$ cat src/rtl/ssp_pkg.sv
`timescale 1ns/1ps
package ssp_pkg;
  localparam logic [11:0] OFF_FMT  = 12'h000;
  localparam logic [11:0] OFF_MODE = 12'h004;
  localparam logic [11:0] OFF_DATA = 12'h008;
  localparam logic [11:0] OFF_STAT = 12'h00C;
  localparam logic [11:0] OFF_PRE  = 12'h010;
  localparam logic [11:0] OFF_IEN  = 12'h014;
  localparam logic [11:0] OFF_RAW  = 12'h018;
  localparam logic [11:0] OFF_ACT  = 12'h01C;
  localparam logic [11:0] OFF_DMA  = 12'h020;
  localparam logic [6:0]  ID_PAGE  = 7'h7F;

  typedef enum logic {ENG_IDLE = 1'b0, ENG_SHIFT = 1'b1} eng_state_e;
endpackage

$ cat src/rtl/ssp_fifo.sv
`timescale 1ns/1ps
module ssp_fifo #(
  parameter int W     = 16,
  parameter int DEPTH = 8,
  localparam int CW   = $clog2(DEPTH) + 1
) (
  input  logic          clk,
  input  logic          rst,
  input  logic          push,
  input  logic [W-1:0]  pdata,
  input  logic          pop,
  output logic [W-1:0]  head,
  output logic [CW-1:0] count,
  output logic          full,
  output logic          empty
);
  localparam int AW = $clog2(DEPTH);
  localparam logic [CW-1:0] FULL_CNT = CW'(DEPTH);

  logic [W-1:0]  mem [DEPTH];
  logic [AW-1:0] wr_ptr, rd_ptr;
  logic          do_push, do_pop;

  assign full    = (count == FULL_CNT);
  assign empty   = (count == '0);
  assign do_push = push && !full;
  assign do_pop  = pop && !empty;
  assign head    = mem[rd_ptr];

  always_ff @(posedge clk) begin
    if (do_push) mem[wr_ptr] <= pdata;
  end

  always_ff @(posedge clk) begin
    if (rst) begin
      wr_ptr <= '0;
      rd_ptr <= '0;
      count  <= '0;
    end else begin
      if (do_push) wr_ptr <= wr_ptr + 1'b1;
      if (do_pop)  rd_ptr <= rd_ptr + 1'b1;
      case ({do_push, do_pop})
        2'b10:   count <= count + 1'b1;
        2'b01:   count <= count - 1'b1;
        default: count <= count;
      endcase
    end
  end


  fifo_bound_chk: assert property (@(posedge clk) disable iff (rst)
    count <= FULL_CNT);


  fifo_full_drop_chk: assert property (@(posedge clk) disable iff (rst)
    (push && !pop && full) |=> (count == FULL_CNT));
endmodule

$ cat src/rtl/ssp_shift.sv
`timescale 1ns/1ps
module ssp_shift
  import ssp_pkg::*;
#(
  parameter int W     = 16,
  parameter int DIV_W = 8,
  localparam int IW   = $clog2(W)
) (
  input  logic             clk,
  input  logic             rst,
  input  logic             start,
  input  logic [W-1:0]     word,
  input  logic [IW-1:0]    last_idx,
  input  logic [DIV_W-1:0] half,
  input  logic             miso,
  output logic             busy,
  output logic             done,
  output logic [W-1:0]     rx_word,
  output logic             sclk,
  output logic             mosi
);
  eng_state_e       state;
  logic [DIV_W-1:0] div_cnt;
  logic [IW-1:0]    bit_idx;
  logic [W-1:0]     tx_sh, rx_sh;
  logic             sclk_q, mosi_q, done_q;

  always_ff @(posedge clk) begin
    if (rst) begin
      state   <= ENG_IDLE;
      div_cnt <= '0;
      bit_idx <= '0;
      tx_sh   <= '0;
      rx_sh   <= '0;
      sclk_q  <= 1'b0;
      mosi_q  <= 1'b0;
      done_q  <= 1'b0;
    end else begin
      done_q <= 1'b0;
      case (state)
        ENG_IDLE: begin
          if (start) begin
            state   <= ENG_SHIFT;
            tx_sh   <= word;
            rx_sh   <= '0;
            bit_idx <= last_idx;
            mosi_q  <= word[last_idx];
            div_cnt <= '0;
            sclk_q  <= 1'b0;
          end
        end
        ENG_SHIFT: begin
          if (div_cnt == half - 1'b1) begin
            div_cnt <= '0;
            sclk_q  <= ~sclk_q;
            if (!sclk_q) begin
              rx_sh <= {rx_sh[W-2:0], miso};
            end else if (bit_idx == '0) begin
              state  <= ENG_IDLE;
              done_q <= 1'b1;
            end else begin
              bit_idx <= bit_idx - 1'b1;
              mosi_q  <= tx_sh[bit_idx - 1'b1];
            end
          end else begin
            div_cnt <= div_cnt + 1'b1;
          end
        end
        default: state <= ENG_IDLE;
      endcase
    end
  end

  assign busy    = (state == ENG_SHIFT);
  assign done    = done_q;
  assign rx_word = rx_sh;
  assign sclk    = sclk_q;
  assign mosi    = mosi_q;


  sclk_rest_chk: assert property (@(posedge clk) disable iff (rst)
    (state == ENG_IDLE) |-> !sclk_q);


  mosi_stable_chk: assert property (@(posedge clk) disable iff (rst)
    (sclk_q && $past(sclk_q)) |-> $stable(mosi_q));
endmodule

$ cat src/rtl/ssp_ctrl.sv
`timescale 1ns/1ps
module ssp_ctrl
  import ssp_pkg::*;
#(
  parameter int          DATA_W  = 16,
  parameter int          DEPTH   = 8,
  parameter int          PRE_W   = 8,
  parameter logic [63:0] ID_CODE = 64'h9C_41_07_00_5A_33_12_E4
) (
  input  logic        clk,
  input  logic        rst,
  input  logic        reg_wr,
  input  logic        reg_rd,
  input  logic [11:0] reg_addr,
  input  logic [31:0] reg_wdata,
  output logic [31:0] reg_rdata,
  output logic        irq,
  output logic        sclk,
  output logic        mosi,
  input  logic        miso,
  output logic        cs_n
);
  localparam int IW = $clog2(DATA_W);
  localparam int CW = $clog2(DEPTH) + 1;
  localparam logic [CW-1:0] RX_THR = CW'(DEPTH / 2);
  localparam logic [CW-1:0] TX_THR = CW'(DEPTH / 2);
  localparam logic [IW-1:0] TOP_IDX = IW'(DATA_W - 1);

  logic [DATA_W-1:0] fmt_q;
  logic [3:0]        mode_q;
  logic [PRE_W-1:0]  pre_q;
  logic [3:0]        ien_q;

  logic [DATA_W-1:0] wmask, tx_head, rx_head, rx_in, eng_rx;
  logic [CW-1:0]     tx_cnt, rx_cnt;
  logic              tx_full, tx_empty, rx_full, rx_empty;
  logic              port_on, loop_sel, eng_busy, eng_done, eng_start, lb_go;
  logic              wr_data, rd_data;
  logic [PRE_W-1:0]  half;
  logic [4:0]        stat;
  logic [3:0]        raw4;
  logic [31:0]       rd_val;
  logic              unused_wbits;

  assign unused_wbits = ^reg_wdata[31:DATA_W];

  assign wmask    = {DATA_W{1'b1}} >> (TOP_IDX - fmt_q[IW-1:0]);
  assign port_on  = mode_q[1];
  assign loop_sel = mode_q[0];
  assign wr_data  = reg_wr && (reg_addr == OFF_DATA);
  assign rd_data  = reg_rd && (reg_addr == OFF_DATA);
  assign half     = (pre_q < PRE_W'(2)) ? PRE_W'(2) : pre_q;

  assign lb_go     = port_on &&  loop_sel && !eng_busy && !eng_done && !tx_empty && !rx_full;
  assign eng_start = port_on && !loop_sel && !eng_busy && !eng_done && !tx_empty && !rx_full;
  assign rx_in     = (lb_go ? tx_head : eng_rx) & wmask;

  ssp_fifo #(.W(DATA_W), .DEPTH(DEPTH)) u_txq (
    .clk(clk), .rst(rst),
    .push(wr_data), .pdata(reg_wdata[DATA_W-1:0] & wmask),
    .pop(lb_go || eng_start),
    .head(tx_head), .count(tx_cnt), .full(tx_full), .empty(tx_empty)
  );

  ssp_fifo #(.W(DATA_W), .DEPTH(DEPTH)) u_rxq (
    .clk(clk), .rst(rst),
    .push(lb_go || eng_done), .pdata(rx_in),
    .pop(rd_data),
    .head(rx_head), .count(rx_cnt), .full(rx_full), .empty(rx_empty)
  );

  ssp_shift #(.W(DATA_W), .DIV_W(PRE_W)) u_eng (
    .clk(clk), .rst(rst),
    .start(eng_start), .word(tx_head), .last_idx(fmt_q[IW-1:0]),
    .half(half), .miso(miso),
    .busy(eng_busy), .done(eng_done), .rx_word(eng_rx),
    .sclk(sclk), .mosi(mosi)
  );

  assign stat = {!tx_empty, rx_full, !rx_empty, !tx_full, tx_empty};
  assign raw4 = {tx_cnt <= TX_THR, rx_cnt >= RX_THR, 2'b00};

  always_comb begin
    rd_val = '0;
    if (reg_addr[11:5] == ID_PAGE) begin
      rd_val = {24'h0, ID_CODE[{reg_addr[4:2], 3'b000} +: 8]};
    end else begin
      case (reg_addr)
        OFF_FMT:  rd_val = 32'(fmt_q);
        OFF_MODE: rd_val = 32'(mode_q);
        OFF_DATA: rd_val = rx_empty ? 32'h0 : 32'(rx_head);
        OFF_STAT: rd_val = 32'(stat);
        OFF_PRE:  rd_val = 32'(pre_q);
        OFF_IEN:  rd_val = 32'(ien_q);
        OFF_RAW:  rd_val = 32'(raw4);
        OFF_ACT:  rd_val = 32'(raw4 & ien_q);
        default:  rd_val = 32'h0;
      endcase
    end
  end

  always_ff @(posedge clk) begin
    if (rst) begin
      fmt_q     <= '0;
      mode_q    <= '0;
      pre_q     <= '0;
      ien_q     <= '0;
      reg_rdata <= '0;
      irq       <= 1'b0;
      cs_n      <= 1'b1;
    end else begin
      if (reg_wr) begin
        case (reg_addr)
          OFF_FMT:  fmt_q  <= reg_wdata[DATA_W-1:0];
          OFF_MODE: mode_q <= reg_wdata[3:0];
          OFF_PRE:  pre_q  <= reg_wdata[PRE_W-1:0];
          OFF_IEN:  ien_q  <= reg_wdata[3:0];
          default:  ;
        endcase
      end
      if (reg_rd) reg_rdata <= rd_val;
      irq  <= |(raw4 & ien_q);
      cs_n <= !(eng_busy || eng_start);
    end
  end


  rx_room_chk: assert property (@(posedge clk) disable iff (rst)
    eng_done |-> !rx_full);


  off_hold_chk: assert property (@(posedge clk) disable iff (rst)
    !port_on |=> (tx_cnt >= $past(tx_cnt)));


  cs_frame_chk: assert property (@(posedge clk) disable iff (rst)
    eng_busy |-> !cs_n);


  lb_quiet_chk: assert property (@(posedge clk) disable iff (rst)
    (loop_sel && !eng_busy) |=> !eng_busy);
endmodule

$ cat config.mk
export PLATFORM = sky130hd
export DESIGN_NAME = ssp_ctrl
export DESIGN_NICKNAME = d
export VERILOG_FILES = /design/src/rtl/ssp_pkg.sv /design/src/rtl/ssp_fifo.sv /design/src/rtl/ssp_shift.sv /design/src/rtl/ssp_ctrl.sv
export SDC_FILE = /design/constraint.sdc
export NUM_CORES = 1
export LEC_CHECK = 0
export BUFFER_PORTS_ARGS = -buffer_cell sky130_fd_sc_hd__clkbuf_2
export CAP_MARGIN = 40
export CORE_AREA = 5 5 178 180
export CTS_CLUSTER_DIAMETER = 150
export CTS_CLUSTER_SIZE = 24
export DETAILED_ROUTE_END_ITERATION = 8
export DIE_AREA = 0 0 183 185
export HOLD_SLACK_MARGIN = 0.12
export MAX_ROUTING_LAYER = met4
export PLACE_DENSITY = 0.8
export SYNTH_ARGS = -nofsm -noshare
export SYNTH_HDL_FRONTEND = slang
export SYNTH_SLANG_ARGS = --single-unit
$ cat constraint.sdc
create_clock -name clk -period 3.8 [get_ports clk]
set_input_delay 0.76 -clock clk [delete_from_list [all_inputs] [get_ports clk]]
set_output_delay 0.76 -clock clk [all_outputs]
set_load 0.03 [all_outputs]
==> impl_metrics.env <==
export IMPL_numCtsBuffers=19
export IMPL_crit_top_cell="a21oi_1"
export IMPL_final_antenna_net_count=0
export IMPL_fmax_mhz=286
export IMPL_rows=64
export IMPL_worstPathCellList="nor3_1 > a21oi_1 > ha_1 > o21ba_2 > a221oi_1 > o211ai_1 > a2111oi_4 > nor3b_4 > buf_4 > nand2_1 > a21oi_1"
export IMPL_grt_pass1_wl_mm=58.1
export IMPL_first_global_vias=10100
export IMPL_clock_sinks=380
export IMPL_route_vias_total=10500
export IMPL_ios=85
export IMPL_ys_types=65
export IMPL_first_pass_iters=7
export IMPL_hold_start="u_eng.div_cnt[7]"
export IMPL_cp_required_ns=4.23
export IMPL_hp_class="flop to flop"
export IMPL_maxCapViolations=0
export IMPL_dp_cells=1689
export IMPL_initial_core_util=0.541
export IMPL_cts_path_max_buffers=3
export IMPL_layout_nets=1383
export IMPL_tightestPinTransition_ns=1.02
export IMPL_r2r_worst_path_cells=11
export IMPL_antenna_found_initial=0
export IMPL_setup_slack_ns=0.300
export IMPL_synth_edff_count=256
export IMPL_die_x_um=183
export IMPL_htree_levels=1
export IMPL_critPathMaxFanout=16
export IMPL_final_setup_skew_ns=0.0173
export IMPL_drive_gt1_frac=0.173
export IMPL_portBuffers=52
export IMPL_clkTransAtPathRegs_ns=0.10
export IMPL_synth_flop_cell="edfxtp_1"
export IMPL_cts_root_buf="clkbuf_16"
export IMPL_ir_drop_v=0.000466
export IMPL_die_h_um=185
export IMPL_avgSynthCellArea_um2=12.8
export IMPL_p_leak_nw=5.73
export IMPL_critical_path_class="flop to flop"
export IMPL_critPathSlowestCell="nor3_1"
export IMPL_worst_skew_pair_late_latency_ns=0.52
export IMPL_netlist_top_cells_count="256 x edfxtp_1, 147 x nand2_1, 124 x dfxtp_1, 114 x nor2_1, 95 x a21oi_1"
export IMPL_timing_hold_violations_final=0
export IMPL_fin_util=0.590
export IMPL_crit_arrival_ns=3.93
export IMPL_ys_warnings_count=0
export IMPL_setup_viol=0
export IMPL_antenna_cells=0
export IMPL_crit_buf_inv=1
export IMPL_core_area_mm2=0.0300
export IMPL_cts_hold_buf=0
export IMPL_cts_resized=0
export IMPL_relSlewSlack=0.312
export IMPL_min_to="u_eng.div_cnt[7]"
export IMPL_multiInputGateArea_mm2=0.00571
export IMPL_grt_start_max_net_pins=81
export IMPL_cts_tree="yes"
export IMPL_dp_hpwl_mm=25.6
export IMPL_postCtsSetupBuffers=0
export IMPL_grt_ovfl_total=0
export IMPL_synth_cells=1268
export IMPL_place_ws_ns=0.390
export IMPL_place_congestion=0.922
export IMPL_synth_seq_cells=380
export IMPL_final_cells=1722
export IMPL_synth_top_area_cell="edfxtp_1"
export IMPL_seq_area_mm2=0.0102
export IMPL_route_detailed_drc=0
export IMPL_synth_area_top_cells="edfxtp_1 47%, dfxtp_1 15%, mux4_2 7.9%"
export IMPL_viasPerCell=6.12
export IMPL_end_kind="flop"
export IMPL_start_kind="flop"
export IMPL_routed_wl_mm=37.3
export IMPL_syn_to_final_growth_pct=9.21
export IMPL_reg2reg_slack_ns=0.30
export IMPL_drtIter0Drc=1284
export IMPL_grt_util_all_layers=0.224
export IMPL_rsz0062_at_grt="no"
export IMPL_crit_family="compound AO/OA/AOI/OAI gates"
export IMPL_maxSlewViolCount=0
export IMPL_die_area_mm2=0.0339
export IMPL_holdPathStages=1
export IMPL_routedWlPerCell_um=21.7
export IMPL_synth_most_common_cell="edfxtp_1"
export IMPL_run_status="finished clean"
export IMPL_period_share=0.921
export IMPL_r2r_start="pre_q[7]"
export IMPL_cellPowerDensity_mw_per_mm2=381
export IMPL_fin_tns_setup_ns=0
export IMPL_synth_async_sr_flop_share=0
export IMPL_synth_seq_area_share=0.626
export IMPL_syn_cell_area_mm2=0.0162
export IMPL_cp_slowest_stage_delay_ns=0.50
export IMPL_yosysTopAreaCellShare=0.474
export IMPL_r2r_end="u_eng.rx_word[0]"
export IMPL_fill_cells=2313
export IMPL_fin_crit_ns=3.50
worst register-to-register path: cells and delay by family (launching register included):
kind | cells | cell delay (ns)
AO/OA/AOI/OAI | 6 | 1.65
adder cells (fa/ha/maj) | 1 | 0.27
buffers and inverters | 1 | 0.26
flip-flops | 1 | 0.40
AND/OR/NAND/NOR | 3 | 0.84
through the flow:
stage / cell area (um^2) / hold WS, ns / power [W]
2_1_floorplan: 16300 / 0.412 / 0.00458
3_3_place_gp: 17100 / 0.424 / 0.00462
3_5_place_dp: 17200 / 0.428 / 0.00462
4_1_cts: 17700 / 0.443 / 0.00679
5_1_grt: 17700 / 0.476 / 0.00697
6_report: 17700 / 0.443 / 0.00676
layout make-up:
type / instances / share of cell area
sequential: 380 / 0.574
multi-input combinational: 786 / 0.322
timing repair buffer: 101 / 0.0399
clock buffer: 33 / 0.0310
tap: 396 / 0.0279
inverter: 26 / 0.00550
metal layers:
layer	routed length (um)	vias up	track usage
met2	18000	437	0.362
met5	0	-	-
li1	-	4778	-
met1	16000	5265	0.319
met3	2610	57	0.0240
met4	646	0	0.0372
power by group:
| part | total, W | switching [W] | internal, W |
|---|---|---|---|
| sequential | 0.00437 | 0.00000481 | 0.00436 |
| combinational | 0.000161 | 0.000117 | 0.0000435 |
| clock | 0.00223 | 0.00123 | 0.000996 |
registers in the layout, summed over array words and instances (netlist names), 4 cells and up, named ones only:
| name | cells |
|---|---|
| u_rxq.mem | 128 |
| u_eng.tx_sh | 16 |
| u_eng.div_cnt | 8 |
| fmt_q | 16 |
| u_rxq.count | 4 |
| reg_rdata | 16 |
| mode_q | 4 |
| u_txq.count | 4 |
| u_txq.mem | 128 |
| u_eng.rx_word | 16 |
| ien_q | 4 |
| pre_q | 8 |
| u_eng.bit_idx | 4 |
how the worst max path moves through the flow:
stage / startpoint / endpoint / slack (ns) / cells after the start
2_1_floorplan: reg_addr[9] / u_txq.mem[0][0] / 0.06 / 4
6_report: pre_q[7] / u_eng.rx_word[0] / 0.30 / 11
5_1_grt: pre_q[7] / u_eng.rx_word[0] / 0.06 / 11
4_1_cts: pre_q[7] / u_eng.rx_word[0] / 0.34 / 11
3_5_place_dp: reg_addr[9] / u_rxq.count[3] / 0.39 / 13
3_3_place_gp: reg_addr[9] / u_rxq.count[3] / 0.40 / 13
cell families (layout without fill, tap and decap cells):
family / Yosys count / count (layout) / share of synthesized area
xor gates and xnor gates: 22 / 22 / 0.0119
buffers and inverters: 117 / 160 / 0.0314
and+or+nand+nor: 396 / 396 / 0.111
AOI/OAI and AO/OA: 212 / 212 / 0.0823
DFF: 380 / 380 / 0.626
other: 1 / 16 / 0.000231
muxes: 120 / 120 / 0.120
adders and majority gates: 20 / 20 / 0.0163
cells in the final DEF, fill, tap and decap left out, types with 17 or more instances in the layout:
master,synthesis,layout
edfxtp_1,256,256
nand2_1,147,147
dfxtp_1,124,122
nor2_1,114,114
a21oi_1,95,95
mux4_2,57,57
clkbuf_2,0,51
buf_4,17,41
nand3_1,35,35
mux2i_1,32,32
mux2_2,31,31
o21ai_0,26,26
inv_1,24,24
clkbuf_16,0,20
nor3_1,25,19
ha_1,18,18
nand2b_1,17,17
(Power assumes the default switching activity.)
